`src/rtl/vsel_pkg.sv`:
```
// Shared constants and helpers for the victim selector.
// Assumes byte addresses and a fixed 128-byte line.
package vsel_pkg;
    localparam int LINE_SHIFT = 7;

    // Map a requester identifier onto a mask slot; out-of-range ids use the agent slot.
    function automatic int req_slot(input int sel, input int cores);
        return (sel > cores) ? cores : sel;
    endfunction
endpackage

```
`src/rtl/vsel_mask_regs.sv`:
```
// Per-requester way mask registers.
// Holds one mask per core plus one shared by the hardware agents. Writes
// of an all-ones mask are refused and flagged. Two read ports: one for
// configuration readback, one for the requester of the current fill.
module vsel_mask_regs #(
    parameter int WAYS  = 8,
    parameter int CORES = 4,
    parameter int RID_W = 3
) (
    input  logic             clk,
    input  logic             rst_n,
    input  logic             we,
    input  logic [RID_W-1:0] wsel,
    input  logic [WAYS-1:0]  wmask,
    output logic             err,
    output logic [WAYS-1:0]  rd_mask,
    input  logic [RID_W-1:0] qsel,
    output logic [WAYS-1:0]  q_mask
);
    import vsel_pkg::*;
    localparam int NREQ = CORES + 1;

    logic [WAYS-1:0] regs [NREQ];
    int wslot, qslot;

    // Slot decode for both ports.
    always_comb begin
        wslot = req_slot(int'(wsel), CORES);
        qslot = req_slot(int'(qsel), CORES);
    end

    // Mask storage with rejection of writes that leave no way free.
    always_ff @(posedge clk) begin
        if (!rst_n) begin
            for (int i = 0; i < NREQ; i++) regs[i] <= '0;
            err <= 1'b0;
        end else begin
            err <= we && (&wmask);
            if (we && !(&wmask)) regs[wslot] <= wmask;
        end
    end

    // Read ports.
    assign rd_mask = regs[wslot];
    assign q_mask  = regs[qslot];
endmodule

```
`src/rtl/vsel_victim_pick.sv`:
```
// Replacement choice among eligible ways.
// Eligible means allowed by the mask and not locked. The order is: invalid
// ways, then ways with a clear use bit, then any eligible way, each by lowest
// index. Purely combinational; assumes WAYS >= 2.
module vsel_victim_pick #(
    parameter int WAYS = 8,
    parameter int VW   = $clog2(WAYS)
) (
    input  logic [WAYS-1:0] elig,
    input  logic [WAYS-1:0] valid,
    input  logic [WAYS-1:0] use_bits,
    input  logic [WAYS-1:0] dirty,
    output logic [VW-1:0]   way,
    output logic            way_dirty,
    output logic            none
);
    logic [WAYS-1:0] c_inv, c_cold;

    // Per-way candidate classes.
    genvar g;
    generate
        for (g = 0; g < WAYS; g++) begin : g_cls
            assign c_inv[g]  = elig[g] & ~valid[g];
            assign c_cold[g] = elig[g] & ~use_bits[g];
        end
    endgenerate

    // Lowest set bit of a way vector.
    function automatic logic [VW-1:0] first_set(input logic [WAYS-1:0] v);
        logic [VW-1:0] r;
        r = '0;
        for (int i = WAYS - 1; i >= 0; i--) if (v[i]) r = VW'(i);
        return r;
    endfunction

    // Priority selection and dirty report.
    always_comb begin
        none = ~|elig;
        if (|c_inv)       way = first_set(c_inv);
        else if (|c_cold) way = first_set(c_cold);
        else              way = first_set(elig);
        way_dirty = !none && valid[way] && dirty[way];
    end
endmodule

```
`src/rtl/vsel_use_update.sv`:
```
// Use-bit update after an access.
// Sets the accessed way's bit. When that fills every eligible way, all bits
// except the accessed one are cleared so the policy never saturates.
module vsel_use_update #(
    parameter int WAYS = 8,
    parameter int VW   = $clog2(WAYS)
) (
    input  logic [WAYS-1:0] use_bits,
    input  logic [WAYS-1:0] elig,
    input  logic [VW-1:0]   acc_way,
    output logic [WAYS-1:0] use_next
);
    logic [WAYS-1:0] acc_1h, merged;

    // Merge and wrap decision.
    always_comb begin
        acc_1h          = '0;
        acc_1h[acc_way] = 1'b1;
        merged          = use_bits | acc_1h;
        if ((|elig) && ((merged & elig) == elig)) use_next = acc_1h;
        else                                      use_next = merged;
    end
endmodule

```
`src/rtl/way_victim_sel.sv`:
```
// Way-partitioned victim selector, top level.
// Combines the mask registers, the victim picker and the use-bit updater,
// and adds the unrestricted hit search and the set-index extraction.
// Assumes the tag state inputs describe the set being accessed this cycle.
module way_victim_sel #(
    parameter int WAYS   = 8,
    parameter int CORES  = 4,
    parameter int SETS   = 256,
    parameter int ADDR_W = 32,
    localparam int VW    = $clog2(WAYS),
    localparam int RID_W = $clog2(CORES + 1),
    localparam int IDX_W = $clog2(SETS)
) (
    input  logic              clk,
    input  logic              rst_n,
    input  logic              cfg_we,
    input  logic [RID_W-1:0]  cfg_sel,
    input  logic [WAYS-1:0]   cfg_mask,
    output logic              cfg_err,
    output logic [WAYS-1:0]   mask_rd,
    input  logic [ADDR_W-1:0] addr,
    output logic [IDX_W-1:0]  set_idx,
    input  logic [RID_W-1:0]  req_id,
    input  logic [WAYS-1:0]   way_valid,
    input  logic [WAYS-1:0]   way_dirty,
    input  logic [WAYS-1:0]   way_lock,
    input  logic [WAYS-1:0]   way_use,
    input  logic [WAYS-1:0]   way_match,
    output logic [VW-1:0]     victim_way,
    output logic              victim_dirty,
    output logic              no_victim,
    output logic              hit,
    output logic [VW-1:0]     hit_way,
    input  logic [VW-1:0]     acc_way,
    output logic [WAYS-1:0]   use_next
);
    import vsel_pkg::*;

    logic [WAYS-1:0] sel_mask;
    logic [WAYS-1:0] elig;
    logic [WAYS-1:0] hit_vec;

    vsel_mask_regs #(.WAYS(WAYS), .CORES(CORES), .RID_W(RID_W)) u_masks (
        .clk(clk), .rst_n(rst_n), .we(cfg_we), .wsel(cfg_sel), .wmask(cfg_mask),
        .err(cfg_err), .rd_mask(mask_rd), .qsel(req_id), .q_mask(sel_mask)
    );

    // Ways this requester may replace.
    assign elig = ~(sel_mask | way_lock);

    vsel_victim_pick #(.WAYS(WAYS), .VW(VW)) u_pick (
        .elig(elig), .valid(way_valid), .use_bits(way_use), .dirty(way_dirty),
        .way(victim_way), .way_dirty(victim_dirty), .none(no_victim)
    );

    vsel_use_update #(.WAYS(WAYS), .VW(VW)) u_use (
        .use_bits(way_use), .elig(elig), .acc_way(acc_way), .use_next(use_next)
    );

    // Set index from the address above the line offset.
    assign set_idx = addr[LINE_SHIFT +: IDX_W];

    // Hit search across all ways, independent of masks.
    assign hit_vec = way_valid & way_match;
    always_comb begin
        hit     = |hit_vec;
        hit_way = '0;
        for (int i = WAYS - 1; i >= 0; i--) if (hit_vec[i]) hit_way = VW'(i);
    end
endmodule

```
`config.mk`:
```
export PLATFORM = sky130hd
export DESIGN_NAME = way_victim_sel
export DESIGN_NICKNAME = d
export VERILOG_FILES = /design/src/rtl/vsel_pkg.sv /design/src/rtl/vsel_mask_regs.sv /design/src/rtl/vsel_victim_pick.sv /design/src/rtl/vsel_use_update.sv /design/src/rtl/way_victim_sel.sv
export SDC_FILE = /design/constraint.sdc
export NUM_CORES = 1
export LEC_CHECK = 0
export CAP_MARGIN = 20
export CORE_MARGIN = 2
export CORE_UTILIZATION = 47
export DETAILED_ROUTE_END_ITERATION = 16
export HOLD_SLACK_MARGIN = 0.08
export PLACE_DENSITY_LB_ADDON = 0.15
export SYNTH_ARGS = -nofsm -noshare
export SYNTH_HDL_FRONTEND = slang
export SYNTH_SLANG_ARGS = --single-unit
```
`constraint.sdc`:
```
create_clock -name clk -period 8.27 [get_ports clk]
set_input_delay 1.2405 -clock clk [delete_from_list [all_inputs] [get_ports clk]]
set_output_delay 1.2405 -clock clk [all_outputs]
set_load 0.005 [all_outputs]
```
==> results of run 1 <==
## registers in the layout, summed over array words and instances (netlist names)
| name | count |
|---|---|
| u_masks.regs | 40 |
| u_masks.err | 1 |
## per-layer routing
metal  up-vias  track usage (%)  share of wire (%)
met2       105             40.8                 50
met4         0             7.94                1.8
met3        17             4.38                6.4
met5         -                0                  0
li1       1358                -                  -
met1      1314             28.5                 42
## through the flow
stage	worst slack [ps]	hold WS [ps]	utilization [%]
3_5_place_dp	1780	1820	61.8
3_3_place_gp	1870	1800	61.8
5_1_grt	1490	1540	63.3
6_report	1740	1510	63.3
2_1_floorplan	3490	1380	-
4_1_cts	1780	1510	63.1
## power by group through the flow
| stage | sequential (uW) | combinational (uW) | clock, uW |
|---|---|---|---|
| detailed placement | 254 | 183 | 0 |
| finish | 250 | 184 | 125 |
| global route | 251 | 201 | 136 |
| floorplan | 250 | 100 | 0 |
| CTS | 249 | 184 | 126 |
| global placement | 253 | 181 | 0 |
## layout by cell type, fill, tap and decap left out, types with 7 or more instances in the layout
cell type and instances:
inv_1 11, nor3_1 7, a211oi_1 9, nor2_1 20, and2_1 40, clkdlybuf4s50_1 85
edfxtp_1 40, mux2i_1 11, nand2_1 54, mux4_2 10, a21oi_1 20, o21ai_0 8
## worst max-delay path: cells and delay by family
| family | cells | cell delay [ps] |
|---|---|---|
| AOI/OAI and AO/OA | 6 | 1640 |
| and+or+nand+nor | 2 | 1100 |
| buffers and inverters | 2 | 1290 |
## path summary, 6_finish.rpt
path / from / to / slack (ps) / cells after the start
worst min-delay path: cfg_we / u_masks.err / 1510 / 3
worst max-delay path: req_id[2] / victim_dirty / 1740 / 10
## cell families (layout without fill, tap and decap cells)
logic type,count (synthesis),count (layout),share of synthesized area [%]
compound gates,74,74,17.7
buf+inv,31,110,5.12
flops,41,41,39.3
mux,22,22,11.6
simple gates,154,154,26.2
## cell type report
class                      count  share of cell area [%]
multi-input combinational    250                    42.6
clock buffer                   8                    1.98
tap                           77                    2.38
timing repair buffer          89                    21.6
sequential                    41                    30.2
inverter                      13                    1.21
## synth_stat cells (all sizes together) (3+ instances only)
master  number  area, sq um
a211oi      10         80.1
a21bo        3         30.0
a21o         7         53.8
a21oi       20          100
a22oi        3         22.5
and2        40          250
buf         14         95.1
clkbuf       4         15.0
edfxtp      40         1200
inv         11         41.3
mux2i       11          110
mux4        11          252
nand2       54          203
nand2b       4         25.0
nand4        3         18.8
nor2        20         75.1
nor3         7         35.0
nor4         5         46.3
nor4b        7         67.6
o21ai        8         40.0
o22ai        5         37.5
or4          3         22.5
==> results.tsv, run 1 <==
stage	metric	value	unit
power_and_ir_drop	power.total	559	uW
final_layout	multi_input_area	0.00172	sq mm
place	dpl_cell_area	0.00395	sq mm
global_routing	grt_overflow	0	
timing	layout_worst_path_cycle_share	78.9	%
critical_path	slowest_stage	clkdlybuf4s50_1	
synthesis	synthDistinctLibCells	56	
route	drc	0	
global_routing	grt_pass1_wl	13400	microns
timing	setup_violations	0	
floorplan	boundaryPins	126	
synthesis	yosysSeqAreaShare	39.3	%
timing	slew_viol_final	0	
clocking	htreeDepth	2	
floorplan	die_y	85.3	microns
synthesis	syn-instance-count	322	
timing	grt_setup_unrepaired	false	
timing	setup-tns-final	0	ps
route	routed_via_density	5.85	
flow_run	drv_cap	0	
power_and_ir_drop	switching_share	28.2	%
route	drtIter0Drc	98	
floorplan	core-area	0.00639	sq mm
final_layout	fin_area	0.00404	sq mm
synthesis	yosysWarnings	0	
synthesis	synth_nets	414	
floorplan	core.rowCount	29	
power_and_ir_drop	power.net_switching	158	uW
place	dp.cells	467	
place	dpl.hpwl	6590	microns
timing	min_period	6530	ps
critical_path	worstPathRequired	7030	ps
run_status	status	completed	
clocking	cts_buffers	5	
synthesis	async_flop_share	0	%
timing	tightest_slew	756	ps
global_routing	grt_max_degree	21	
power_and_ir_drop	p_leak	0.00154	uW
place	place_congestion	0.890	
power_and_ir_drop	powerDensity	138	mW/mm^2
clocking	holdBufCountCts	0	
global_routing	grt_use_total	23.2	%
final_layout	synthToLayoutAreaGrowth	30.3	%
route	wl_per_cell	17.6	microns
synthesis	synth.avg_cell_area	9.64	sq um
critical_path	crit_path_max_fanout	20	
hold_path	hp-class	in -> reg	
synthesis	ys.flop_type	edfxtp_1	
final_layout	seq_area	0.00122	sq mm
route	final_antenna_net_count	0	
global_routing	antenna_found_initial	0	
floorplan	die_area	0.00727	sq mm
synthesis	synth_edf_count	40	
synthesis	synth-seq-cells	41	
floorplan	die_x	85.3	microns
clocking	clkTransAtPathRegs	80	ps
critical_path	cp-start-kind	input port	
final_layout	drive_above_1_share	8.23	%
timing	fmax	0.153	GHz
critical_path	cpPeakStageDelay	780	ps
place	port_buffers	85	
global_routing	first_global_vias	2717	
final_layout	final_nets	492	
power_and_ir_drop	clock_power_share	22.4	%
synthesis	syn_area	0.00310	sq mm
route	drt_pre_antenna_iters	5	
clocking	clk_path_buf_depth	2	
final_layout	fill_cells	562	
route	vias	2794	
power_and_ir_drop	p_int	401	uW
route	routed_wirelength	8440	microns
critical_path	crit_type	in -> out	
clocking	cts_tree	done	
clocking	root_buffer	clkbuf_8	
power_and_ir_drop	power_frac_comb	33.0	%
critical_path	cp_cell_sequence	clkdlybuf4s50_1 -> o21bai_2 -> a221oi_2 -> a21o_1 -> o22ai_1 -> or4_1 -> or4_1 -> o211a_2 -> o22ai_2 -> clkdlybuf4s50_1	
clocking	clock-sinks	41	
clocking	cts_setup_buffers	0	
power_and_ir_drop	p_seq_share	44.7	%
timing	maxSlewHeadroom	49.3	%
timing	finalHoldViolCount	0	
floorplan	start_util	48.6	%
final_layout	fin_cells	478	
clocking	cts.repair.resized	0	
critical_path	critPathCaptureType	primary output	
power_and_ir_drop	worst_ir_drop_vdd	0.119	mV
final_layout	diodes	0	
critical_path	cp.arrival	5290	ps
Note: power is estimated with default switching activity, not from simulation.
==> run 2, diff against run 1 <==
--- a/config.mk
+++ b/config.mk
@@ -7,7 +7,7 @@
 export LEC_CHECK = 0
 export CAP_MARGIN = 20
 export CORE_MARGIN = 2
-export CORE_UTILIZATION = 47
+export CORE_UTILIZATION = 39
 export DETAILED_ROUTE_END_ITERATION = 16
 export HOLD_SLACK_MARGIN = 0.08
 export PLACE_DENSITY_LB_ADDON = 0.15
==> constraint.sdc (replaced) <==
create_clock -name clk -period 5.6 [get_ports clk]
set_input_delay 0.84 -clock clk [delete_from_list [all_inputs] [get_ports clk]]
set_output_delay 0.84 -clock clk [all_outputs]
set_load 0.005 [all_outputs]
==> run 2 against run 1 <==
Against the previous run:
- setup slack got worse by 1400 ps
- final area increased by 2.4%
- clock power increased by 50%
- combinational power increased by 51%
- critical endpoint unchanged
==> results.tsv, run 2 (same netlist as run 1, synthesis figures left out) <==
stage	metric	value	unit
timing	whs	1090	ps
critical_path	worstPathRequired	4760	ps
place	dpl.hpwl	6910	microns
global_routing	grt_max_degree	20	
critical_path	critPathCaptureType	primary output	
timing	finalHoldViolCount	0	
clocking	holdBufCountCts	0	
final_layout	mostFrequentLayoutCells	clkdlybuf4s50_1 (85), nand2_1 (54), and2_1 (40), edfxtp_1 (40)	
power_and_ir_drop	p_seq_share	44.2	%
floorplan	boundaryPins	126	
clocking	clkTransAtPathRegs	80	ps
critical_path	cpPeakStageDelay	690	ps
critical_path	cp.arrival	4440	ps
final_layout	final_nets	500	
clocking	clock-sinks	41	
critical_path	critPathLaunch	req_id[0]	
timing	tightest_slew	699	ps
place	port_buffers	85	
power_and_ir_drop	powerDensity	201	mW/mm^2
timing	slew_viol_final	0	
route	routed_via_density	5.44	
run_status	status	completed	
final_layout	largest_register	u_masks.regs	
final_layout	final_common_cell	clkdlybuf4s50_1	
global_routing	grt_pass1_wl	14000	microns
clocking	cts_buffers	5	
clocking	clk_path_buf_depth	2	
global_routing	grt_overflow	0	
timing	setup-tns-final	0	ps
critical_path	crit_path_max_fanout	8	
global_routing	first_global_vias	2705	
route	final_antenna_net_count	0	
global_routing	grt_use_total	20.5	%
place	place_congestion	0.907	
clocking	htreeDepth	2	
power_and_ir_drop	clock_power_share	22.4	%
critical_path	crit_type	in -> out	
timing	layout_worst_path_cycle_share	94.2	%
critical_path	path_delay_family	buffers and inverters	
route	vias	2779	
clocking	cts_setup_buffers	0	
power_and_ir_drop	worst_ir_drop_vdd	0.181	mV
final_layout	diodes	0	
final_layout	largest_reg_flops	40	
final_layout	drive_above_1_share	10.3	%
final_layout	post-route-util	53.6	%
power_and_ir_drop	power_frac_comb	33.3	%
critical_path	cp-start-kind	input port	
power_and_ir_drop	p_leak	0.00159	uW
global_routing	antenna_found_initial	0	
clocking	cts_tree	done	
clocking	root_buffer	clkbuf_8	
route	drt_pre_antenna_iters	4	
floorplan	start_util	40.2	%
timing	fmax	0.190	GHz
route	wl_per_cell	16.9	microns
floorplan	die_x	93.2	microns
power_and_ir_drop	p_int	592	uW
critical_path	crit_buf_inv	3	
floorplan	die_y	93.2	microns
floorplan	die_area	0.00869	sq mm
floorplan	core-area	0.00773	sq mm
critical_path	slowest_stage	clkdlybuf4s50_1	
timing	setup_violations	0	
timing	min_period	5280	ps
hold_path	worstHoldStart	cfg_we	
hold_path	hp-class	in -> reg	
critical_path	cp_cell_sequence	clkdlybuf4s50_1 -> buf_4 -> mux2i_1 -> a221o_1 -> o211ai_2 -> o2111ai_2 -> or4_1 -> or4_1 -> o211a_2 -> o22ai_2 -> clkdlybuf4s50_1	
route	routed_wirelength	8640	microns
route	drtIter0Drc	113	
clocking	cts.repair.resized	0	
route	drc	0	
timing	maxSlewHeadroom	53.3	%
floorplan	core.rowCount	32	
final_layout	synthToLayoutAreaGrowth	33.4	%
final_layout	largestRegisters	u_masks.regs x40, u_masks.err x1	
timing	grt_setup_unrepaired	false	
power_and_ir_drop	switching_share	28.9	%
final_layout	fill_cells	700	
flow_run	drv_cap	0	
power_and_ir_drop	power.net_switching	240	uW
## run 2: cell types whose count changed in the layout (fill, tap and decap cells not counted), sizes merged
cell    delta
buf        +9
clkbuf     -4
clkinv     +3
## run 2: stage by stage
stage	power (uW)	std cells	cell area (sq um)	setup slack (ps)
floorplan	518	322	3100	1620
detailed placement	653	502	4060	347
global route	874	511	4140	140
CTS	835	510	4140	329
global placement	650	502	4060	380
finish	833	511	4140	324
## run 2: final timing paths
check | cells past startpoint | slack (ps) | end
min | 3 | 1090 | u_masks.err
max | 11 | 320 | victim_dirty
## run 2: layout make-up
class	count	area (sq um)	share of cell area (%)
multi-input combinational	250	1720	41.6
sequential	41	1220	29.5
inverter	13	48.8	1.18
clock buffer	5	68.8	1.66
clock inverter	3	12.5	0.302
timing repair buffer	97	938	22.7
tap	102	128	3.08
## run 2: power by group through the flow
stage	sequential, uW	combinational (uW)	clock (uW)
finish	368	278	187
global route	370	302	202
CTS	368	279	188
detailed placement	375	278	0
global placement	374	276	0
floorplan	370	148	0
## run 2: metal layers
| layer | vias up | global-route usage (%) | share of wire (%) |
|---|---|---|---|
| met5 | - | 0 | 0 |
| met4 | 0 | 4.41 | 1.0 |
| met3 | 10 | 3.22 | 5.4 |
| met2 | 89 | 36.7 | 50 |
| met1 | 1315 | 26.2 | 44 |
| li1 | 1365 | - | - |
